==> config.mk <==
export PLATFORM = sky130hd
export DESIGN_NAME = host_cam_port
export DESIGN_NICKNAME = d
export VERILOG_FILES = /design/src/rtl/hcp_pkg.sv /design/src/rtl/hcp_regfile.sv /design/src/rtl/hcp_cam_seq.sv /design/src/rtl/host_cam_port.sv
export SDC_FILE = /design/constraint.sdc
export NUM_CORES = 1
export LEC_CHECK = 0
export CORE_MARGIN = 4
export CORE_UTILIZATION = 40
export CTS_CLUSTER_DIAMETER = 50
export DETAILED_ROUTE_END_ITERATION = 10
export PLACE_DENSITY_LB_ADDON = 0.12
export SLEW_MARGIN = 25
export SYNTH_ARGS = -nofsm -noshare
export SYNTH_HDL_FRONTEND = slang
export SYNTH_SLANG_ARGS = --single-unit
==> constraint.sdc <==
create_clock -name clk -period 5 [get_ports clk]
set_input_delay 1 -clock clk [delete_from_list [all_inputs] [get_ports clk]]
set_output_delay 1 -clock clk [all_outputs]
set_load 0.02 [all_outputs]
==> src/rtl/hcp_pkg.sv <==
package hcp_pkg;
  localparam int unsigned REG_AW = 4;

  localparam logic [REG_AW-1:0] ADR_CTRL   = 4'h0;
  localparam logic [REG_AW-1:0] ADR_STAT   = 4'h1;
  localparam logic [REG_AW-1:0] ADR_LEARN  = 4'h2;
  localparam logic [REG_AW-1:0] ADR_ASSOC  = 4'h3;
  localparam logic [REG_AW-1:0] ADR_UPDATE = 4'h8;
  localparam logic [REG_AW-1:0] ADR_PURGE  = 4'h9;
  localparam logic [REG_AW-1:0] ADR_STAMP  = 4'hA;

  localparam logic [15:0] RST_CTRL   = 16'h0000;
  localparam logic [15:0] RST_LEARN  = 16'h0334;
  localparam logic [15:0] RST_UPDATE = 16'h0300;
  localparam logic [15:0] RST_PURGE  = 16'h043D;
  localparam logic [15:0] RST_STAMP  = 16'h0000;

  // CAM window: addresses 4..7
  function automatic logic is_cam_addr(input logic [REG_AW-1:0] a);
    return (a[REG_AW-1:2] == 2'b01);
  endfunction
endpackage

==> src/rtl/hcp_regfile.sv <==
module hcp_regfile import hcp_pkg::*; #(
  parameter int DW  = 16,
  parameter int AW  = 4,
  parameter int STW = 8
) (
  input  logic          clk,
  input  logic          rst,
  input  logic          wr_en,
  input  logic [AW-1:0] wr_addr,
  input  logic [DW-1:0] wr_data,
  input  logic [AW-1:0] rd_addr,
  input  logic [STW-1:0] stat_in,
  input  logic [DW-1:0] assoc_in,
  output logic [DW-1:0] rd_data,
  output logic [DW-1:0] ctrl_q,
  output logic [DW-1:0] learn_q,
  output logic [DW-1:0] update_q,
  output logic [DW-1:0] purge_q,
  output logic [DW-1:0] stamp_q,
  output logic          purge_go
);
  localparam int PADW = DW - STW;

  always_ff @(posedge clk) begin
    if (rst) begin
      ctrl_q   <= DW'(RST_CTRL);
      learn_q  <= DW'(RST_LEARN);
      update_q <= DW'(RST_UPDATE);
      purge_q  <= DW'(RST_PURGE);
      stamp_q  <= DW'(RST_STAMP);
      purge_go <= 1'b0;
    end else begin
      purge_go <= 1'b0;
      if (wr_en) begin
        unique case (wr_addr)
          ADR_CTRL:   ctrl_q   <= wr_data;
          ADR_LEARN:  learn_q  <= wr_data;
          ADR_UPDATE: update_q <= wr_data;
          ADR_PURGE:  purge_q  <= wr_data;
          ADR_STAMP: begin
            stamp_q  <= wr_data;
            purge_go <= 1'b1;
          end
          default: ;
        endcase
      end
    end
  end

  always_comb begin
    unique case (rd_addr)
      ADR_CTRL:   rd_data = ctrl_q;
      ADR_STAT:   rd_data = {{PADW{1'b0}}, stat_in};
      ADR_LEARN:  rd_data = learn_q;
      ADR_ASSOC:  rd_data = assoc_in;
      ADR_UPDATE: rd_data = update_q;
      ADR_PURGE:  rd_data = purge_q;
      ADR_STAMP:  rd_data = stamp_q;
      default:    rd_data = '0;
    endcase
  end

  // the purge start is a single-cycle pulse
  assert_purge_pulse_R9: assert property (@(posedge clk) disable iff (rst)
    purge_go |=> !purge_go);
endmodule

==> src/rtl/hcp_cam_seq.sv <==
module hcp_cam_seq #(
  parameter int DW     = 16,
  parameter int WR_CYC = 3,
  parameter int RD_CYC = 5
) (
  input  logic          clk,
  input  logic          rst,
  input  logic          req,
  input  logic [1:0]    req_sel,
  input  logic          req_we_n,
  input  logic [DW-1:0] req_wdata,
  input  logic          net_req,
  output logic          net_gnt,
  input  logic          net_e_n,
  input  logic          net_cm_n,
  input  logic          net_w_n,
  input  logic          net_ec_n,
  input  logic [DW-1:0] net_dq,
  input  logic          net_dq_oe,
  output logic          cam_e_n,
  output logic          cam_cm_n,
  output logic          cam_w_n,
  output logic          cam_ec_n,
  output logic [DW-1:0] cam_dq_out,
  output logic          cam_dq_oe,
  output logic          busy,
  output logic          done,
  output logic          done_rd
);
  localparam int MAXC = (RD_CYC > WR_CYC) ? RD_CYC : WR_CYC;
  localparam int CW   = $clog2(MAXC + 1);

  logic          pend, act, act_rd;
  logic [CW-1:0] cnt;
  logic [1:0]    p_sel;
  logic          p_we_n;
  logic [DW-1:0] p_wdata;

  logic          hreq, launch;
  logic [1:0]    s_sel;
  logic          s_we_n;
  logic [DW-1:0] s_wdata;

  assign hreq    = req || pend;
  assign launch  = hreq && !net_req && !net_gnt && !act;
  assign s_sel   = pend ? p_sel   : req_sel;
  assign s_we_n  = pend ? p_we_n  : req_we_n;
  assign s_wdata = pend ? p_wdata : req_wdata;

  assign done    = act && (cnt == (act_rd ? CW'(RD_CYC) : CW'(WR_CYC)));
  assign done_rd = done && act_rd;
  assign busy    = pend || act;

  always_ff @(posedge clk) begin
    if (rst) begin
      pend    <= 1'b0;
      act     <= 1'b0;
      act_rd  <= 1'b0;
      cnt     <= '0;
      p_sel   <= '0;
      p_we_n  <= 1'b1;
      p_wdata <= '0;
      net_gnt <= 1'b0;
    end else begin
      net_gnt <= net_req && !act;
      if (req) begin
        p_sel   <= req_sel;
        p_we_n  <= req_we_n;
        p_wdata <= req_wdata;
      end
      if (launch)   pend <= 1'b0;
      else if (req) pend <= 1'b1;
      if (launch) begin
        act    <= 1'b1;
        act_rd <= s_we_n;
        cnt    <= CW'(1);
      end else if (act) begin
        if (done) act <= 1'b0;
        else      cnt <= cnt + CW'(1);
      end
    end
  end

  // CAM pins, registered
  always_ff @(posedge clk) begin
    if (rst) begin
      cam_e_n    <= 1'b1;
      cam_cm_n   <= 1'b1;
      cam_w_n    <= 1'b1;
      cam_ec_n   <= 1'b1;
      cam_dq_out <= '0;
      cam_dq_oe  <= 1'b0;
    end else if (launch) begin
      cam_e_n    <= 1'b0;
      cam_cm_n   <= s_sel[1];
      cam_ec_n   <= s_sel[0];
      cam_w_n    <= s_we_n;
      cam_dq_out <= s_wdata;
      cam_dq_oe  <= !s_we_n;
    end else if (act) begin
      cam_e_n <= 1'b1;
      if (done) begin
        cam_cm_n  <= 1'b1;
        cam_w_n   <= 1'b1;
        cam_ec_n  <= 1'b1;
        cam_dq_oe <= 1'b0;
      end
    end else if (net_gnt) begin
      cam_e_n    <= net_e_n;
      cam_cm_n   <= net_cm_n;
      cam_w_n    <= net_w_n;
      cam_ec_n   <= net_ec_n;
      cam_dq_out <= net_dq;
      cam_dq_oe  <= net_dq_oe;
    end else begin
      cam_e_n   <= 1'b1;
      cam_cm_n  <= 1'b1;
      cam_w_n   <= 1'b1;
      cam_ec_n  <= 1'b1;
      cam_dq_oe <= 1'b0;
    end
  end

  // host cycle and network grant never overlap
  assert_no_overlap_R8: assert property (@(posedge clk) disable iff (rst)
    !(net_gnt && act));
  // a host cycle is never launched while the network holds the CAM
  assert_net_first_R7: assert property (@(posedge clk) disable iff (rst)
    (net_gnt && net_req) |=> !act);
  // sequencer count stays inside the longest cycle
  assert_cnt_bound_R6: assert property (@(posedge clk) disable iff (rst)
    act |-> (cnt <= CW'(MAXC)));
  // a host cycle drives the CAM bus only when writing
  assert_dq_write_R5: assert property (@(posedge clk) disable iff (rst)
    (act && act_rd) |-> !cam_dq_oe);
endmodule

==> src/rtl/host_cam_port.sv <==
module host_cam_port import hcp_pkg::*; #(
  parameter int DW         = 16,
  parameter int AW         = 4,
  parameter int STW        = 8,
  parameter int CAM_WR_CYC = 3,
  parameter int CAM_RD_CYC = 5
) (
  input  logic           clk,
  input  logic           rst,
  input  logic           host_cs_n,
  input  logic           host_as_n,
  input  logic [AW-1:0]  host_addr,
  input  logic           host_we_n,
  input  logic [DW-1:0]  host_wdata,
  output logic [DW-1:0]  host_rdata,
  output logic           host_rdata_oe,
  output logic           host_ready,
  input  logic [STW-1:0] stat_in,
  input  logic [DW-1:0]  assoc_in,
  output logic [DW-1:0]  ctrl_q,
  output logic [DW-1:0]  learn_op_q,
  output logic [DW-1:0]  update_op_q,
  output logic [DW-1:0]  purge_op_q,
  output logic [DW-1:0]  stamp_q,
  output logic           purge_go,
  input  logic           net_req,
  output logic           net_gnt,
  input  logic           net_e_n,
  input  logic           net_cm_n,
  input  logic           net_w_n,
  input  logic           net_ec_n,
  input  logic [DW-1:0]  net_dq,
  input  logic           net_dq_oe,
  output logic           cam_e_n,
  output logic           cam_cm_n,
  output logic           cam_w_n,
  output logic           cam_ec_n,
  output logic [DW-1:0]  cam_dq_out,
  output logic           cam_dq_oe,
  input  logic [DW-1:0]  cam_dq_in
);
  logic          armed, wr_q;
  logic [AW-1:0] lat_addr;
  logic          start, is_cam, cam_req, reg_rd_start;
  logic          cam_busy, cam_done, cam_done_rd;
  logic [DW-1:0] reg_rd;

  assign is_cam       = is_cam_addr(host_addr);
  assign start        = !host_cs_n && !host_as_n && armed && !wr_q && !cam_busy;
  assign cam_req      = start && is_cam;
  assign reg_rd_start = start && host_we_n && !is_cam;

  always_ff @(posedge clk) begin
    if (rst) begin
      armed         <= 1'b1;
      wr_q          <= 1'b0;
      lat_addr      <= '0;
      host_ready    <= 1'b1;
      host_rdata    <= '0;
      host_rdata_oe <= 1'b0;
    end else begin
      if (host_cs_n || host_as_n) armed <= 1'b1;
      else if (start)             armed <= 1'b0;
      if (start) lat_addr <= host_addr;
      wr_q <= start && !host_we_n && !is_cam;
      if (start && (!host_we_n || is_cam)) host_ready <= 1'b0;
      else if (wr_q || cam_done)           host_ready <= 1'b1;
      if (reg_rd_start)     host_rdata <= reg_rd;
      else if (cam_done_rd) host_rdata <= cam_dq_in;
      host_rdata_oe <= !host_cs_n && (host_rdata_oe || reg_rd_start || cam_done_rd);
    end
  end

  hcp_regfile #(.DW(DW), .AW(AW), .STW(STW)) u_regs (
    .clk      (clk),
    .rst      (rst),
    .wr_en    (wr_q),
    .wr_addr  (lat_addr),
    .wr_data  (host_wdata),
    .rd_addr  (host_addr),
    .stat_in  (stat_in),
    .assoc_in (assoc_in),
    .rd_data  (reg_rd),
    .ctrl_q   (ctrl_q),
    .learn_q  (learn_op_q),
    .update_q (update_op_q),
    .purge_q  (purge_op_q),
    .stamp_q  (stamp_q),
    .purge_go (purge_go)
  );

  hcp_cam_seq #(.DW(DW), .WR_CYC(CAM_WR_CYC), .RD_CYC(CAM_RD_CYC)) u_cam (
    .clk        (clk),
    .rst        (rst),
    .req        (cam_req),
    .req_sel    (host_addr[1:0]),
    .req_we_n   (host_we_n),
    .req_wdata  (host_wdata),
    .net_req    (net_req),
    .net_gnt    (net_gnt),
    .net_e_n    (net_e_n),
    .net_cm_n   (net_cm_n),
    .net_w_n    (net_w_n),
    .net_ec_n   (net_ec_n),
    .net_dq     (net_dq),
    .net_dq_oe  (net_dq_oe),
    .cam_e_n    (cam_e_n),
    .cam_cm_n   (cam_cm_n),
    .cam_w_n    (cam_w_n),
    .cam_ec_n   (cam_ec_n),
    .cam_dq_out (cam_dq_out),
    .cam_dq_oe  (cam_dq_oe),
    .busy       (cam_busy),
    .done       (cam_done),
    .done_rd    (cam_done_rd)
  );

  // an internal register write releases READY on the following edge
  assert_reg_write_ready_R2: assert property (@(posedge clk) disable iff (rst)
    wr_q |=> host_ready);
  // the host bus is only driven after chip select was seen low
  assert_oe_cs_R10: assert property (@(posedge clk) disable iff (rst)
    host_rdata_oe |-> !$past(host_cs_n));
  // an internal read never drops READY
  assert_read_ready_R3: assert property (@(posedge clk) disable iff (rst)
    (reg_rd_start && host_ready) |=> host_ready);
endmodule

==> impl_metrics.ini <==
[run_status]
status = complete, no violations

[global_routing]
first_global_vias = 6622
antenna_found_initial = 0
gr-total-overflow = 0
grt_pass1_wl_mm = 38.9
grt_max_degree = 66
met1_usage_pct = 35.9
track_usage_pct = 25.2
busiest_layer = met2
grt_use_met3_pct = 7.16
grt_util_met2_pct = 37.1

[timing]
tightest_slew_ns = 1.03
min_period_ns = 3.07
relSlewSlack_pct = 31.4
slew_viol_final = 0
min_period_over_period_pct = 61.4
skew_ns = 0.00591
fin_setup_tns_ns = 0
max_freq_mhz = 326
rsz0062_at_grt = false
hold_viol_final = 0
setup_viol = 0

[setup_path]
endpoint_kind = flop
cp_cell_sequence = clkdlybuf4s50_1, nor3b_1, a22oi_1, o2111a_1, nor4_1
required_ns = 5.32
cp.arrival_ns = 3.39
critPathMaxStageDelay_ns = 0.95
worstSetupPathType = in2reg
crit_slowest_cell = clkdlybuf4s50_1
start_kind = primary input
cp_max_fo = 26

[drt]
vias_per_cell = 5.58
drcViolationCount = 0
vias = 6901
routedWlPerCell_um = 20.5
drtPass1Iterations = 5
wl_mm = 25.3
antenna_left = 0
drt_iter0_drc = 619

[cts]
cts_buffers = 17
cts_tree = built
cts_max_level = 4
cts_resized = 0
clock-sinks = 152
cts_setup_buffers = 0
cts_hold_buf = 0
cts-root-buf = clkbuf_16
cts.clk_slew.worst_paths_ns = 0.06
cts_max_path_buffers = 2
insertion_delay_ns = 0.43

[hold_path]
min_path_type = reg2reg

[placement]
portBuffers = 207
gp_congestion = 0.852
placed_cells = 1205
placed_cell_area_um2 = 9230
dp_hpwl_mm = 18.0

[layout]
final_area_um2 = 9830
fin_cells = 1237
fill_cells = 1654
drive_above_1_share_pct = 6.92
nets = 1087
n_antenna_cell = 0
syn_to_final_growth_pct = 39.6

[floorplan]
core_um2 = 17300
ioPinCount = 208
dieArea_um2 = 19800
start_util_pct = 40.7
die_y_um = 141
fp-row-count = 48
die_w_um = 141

[logic_synthesis]
syn_nets = 915
yosysWarnings = 0
synth.avg_cell_area_um2 = 8.52
synth_area_um2 = 7040
synth_edf_count = 0
ys_async_sr_fraction_pct = 0
synth.ff_latch_count = 152
yosys.cell_types.count = 56
synth_seq_area_share_pct = 43.2
syn_inst = 827
synthFlopType = dfxtp_1

[pwr]
p_per_area_nw_per_um2 = 295
power_leakage_uw = 0.00351
peakVddDrop_mv = 0.248
total_power_uw = 2900

[flow_run]
cap_violations = 0
synthesized netlist by cell type (all sizes together) (2+ instances only):
cell type	number	share of area [%]
nor2b	20	1.8
or2	2	0.18
o211ai	4	0.43
a31oi	9	0.80
inv	13	0.69
a21oi	78	5.5
a211oi	29	3.1
buf	24	1.7
mux4	2	0.64
nor4	5	0.75
nand3b	15	1.6
o22ai	4	0.36
o2bb2ai	5	0.62
nor3	18	1.4
o31ai	3	0.32
nor4b	2	0.34
dfxtp	152	43
o2111a	2	0.32
mux2	3	0.48
or3b	3	0.37
or3	5	0.44
nand2b	7	0.62
a22oi	4	0.43
nand2	130	6.9
a21boi	2	0.21
nor2	52	2.8
nor3b	7	0.75
a221oi	2	0.25
mux2i	76	11
o21ai	16	1.2
a22o	3	0.37
nand3	39	2.8
and3	10	0.89
clkbuf	44	2.3
a2111oi	19	2.4
nand4	2	0.18
o32ai	3	0.37
o32a	3	0.43
routing by layer:
layer	vias to the layer above	share of wire, %
met5	-	0
met4	0	2.0
met3	40	8.6
met2	310	43
met1	3235	46
li1	3316	-
flip-flops by register name, indices dropped and copies added, names as in the netlist, 2 cells and up:
name              flops
host_rdata           16
lat_addr              4
u_cam.cam_dq_out     16
u_cam.cnt             3
u_cam.p_sel           2
u_cam.p_wdata        16
u_regs.ctrl_q        16
u_regs.learn_q       16
u_regs.purge_q       16
u_regs.stamp_q       16
u_regs.update_q      16
critical path: cells and delay by family:
| kind | cells | cell delay (ns) |
|---|---|---|
| compound gates | 2 | 0.44 |
| buf+inv | 1 | 0.95 |
| simple gates | 2 | 1.00 |
metrics by stage:
stage | worst slack, ns | hold slack (ns) | util (%)
after floorplan | 2.51 | 0.429 | -
after global placement | 1.54 | 0.437 | 53.3
after detailed placement | 1.51 | 0.444 | 53.3
after CTS | 1.94 | 0.452 | 56.8
after global routing | 1.72 | 0.474 | 56.8
final | 1.93 | 0.451 | 56.8
worst paths after layout:
kind	slack (ns)	cells after the start	to	startpoint
max	1.93	5	host_rdata[15]	host_addr[1]
max reg2reg	2.33	4	host_rdata[4]	u_cam.act
min	0.45	2	u_cam.p_wdata[15]	u_cam.p_wdata[15]
min reg2reg	0.45	2	u_cam.p_wdata[15]	u_cam.p_wdata[15]
cells in the final DEF, fill, tap and decap left out, types with 7 or more instances in the layout:
cell and instances:
inv_1 13, a211oi_1 29, a2111oi_0 19, mux2i_1 76, nor2b_1 19, nand2_1 130, nand3_1 39, nand3b_1 15
nand2b_1 7, and3_1 10, buf_4 15, a21oi_1 78, a31oi_1 9, dfxtp_1 152, clkbuf_16 17, o21ai_0 14
clkdlybuf4s50_1 204, nor3_1 16, nor2_1 51
area by class of cell:
class                           instances  area, um^2  area share, %
Clock inverter                         12         150           1.53
Tap cell                              225         282           2.86
Clock buffer                           20         447           4.54
Inverter                               13        48.8          0.496
Timing Repair Buffer                  221        2160           22.0
Sequential cell                       152        3040           31.0
Multi-Input combinational cell        594        3690           37.6
power breakdown:
group	switching, uW	internal, uW	leakage [uW]	total [uW]
clock	516	796	0.000286	1310
sequential	18.4	1240	0.00123	1260
combinational	180	152	0.00199	332
cell families (layout without fill, tap and decap cells):
group / after synthesis / in the layout / synth area share, %
multiplexers: 81 / 81 / 11.9
AND/OR/NAND/NOR: 320 / 320 / 22.1
buffers and inverters: 81 / 266 / 4.69
flip-flops: 152 / 152 / 43.2
AO/OA/AOI/OAI: 192 / 192 / 17.9
adder cells (fa/ha/maj): 1 / 1 / 0.178
No activity file was read; power rests on OpenSTA's default activity.
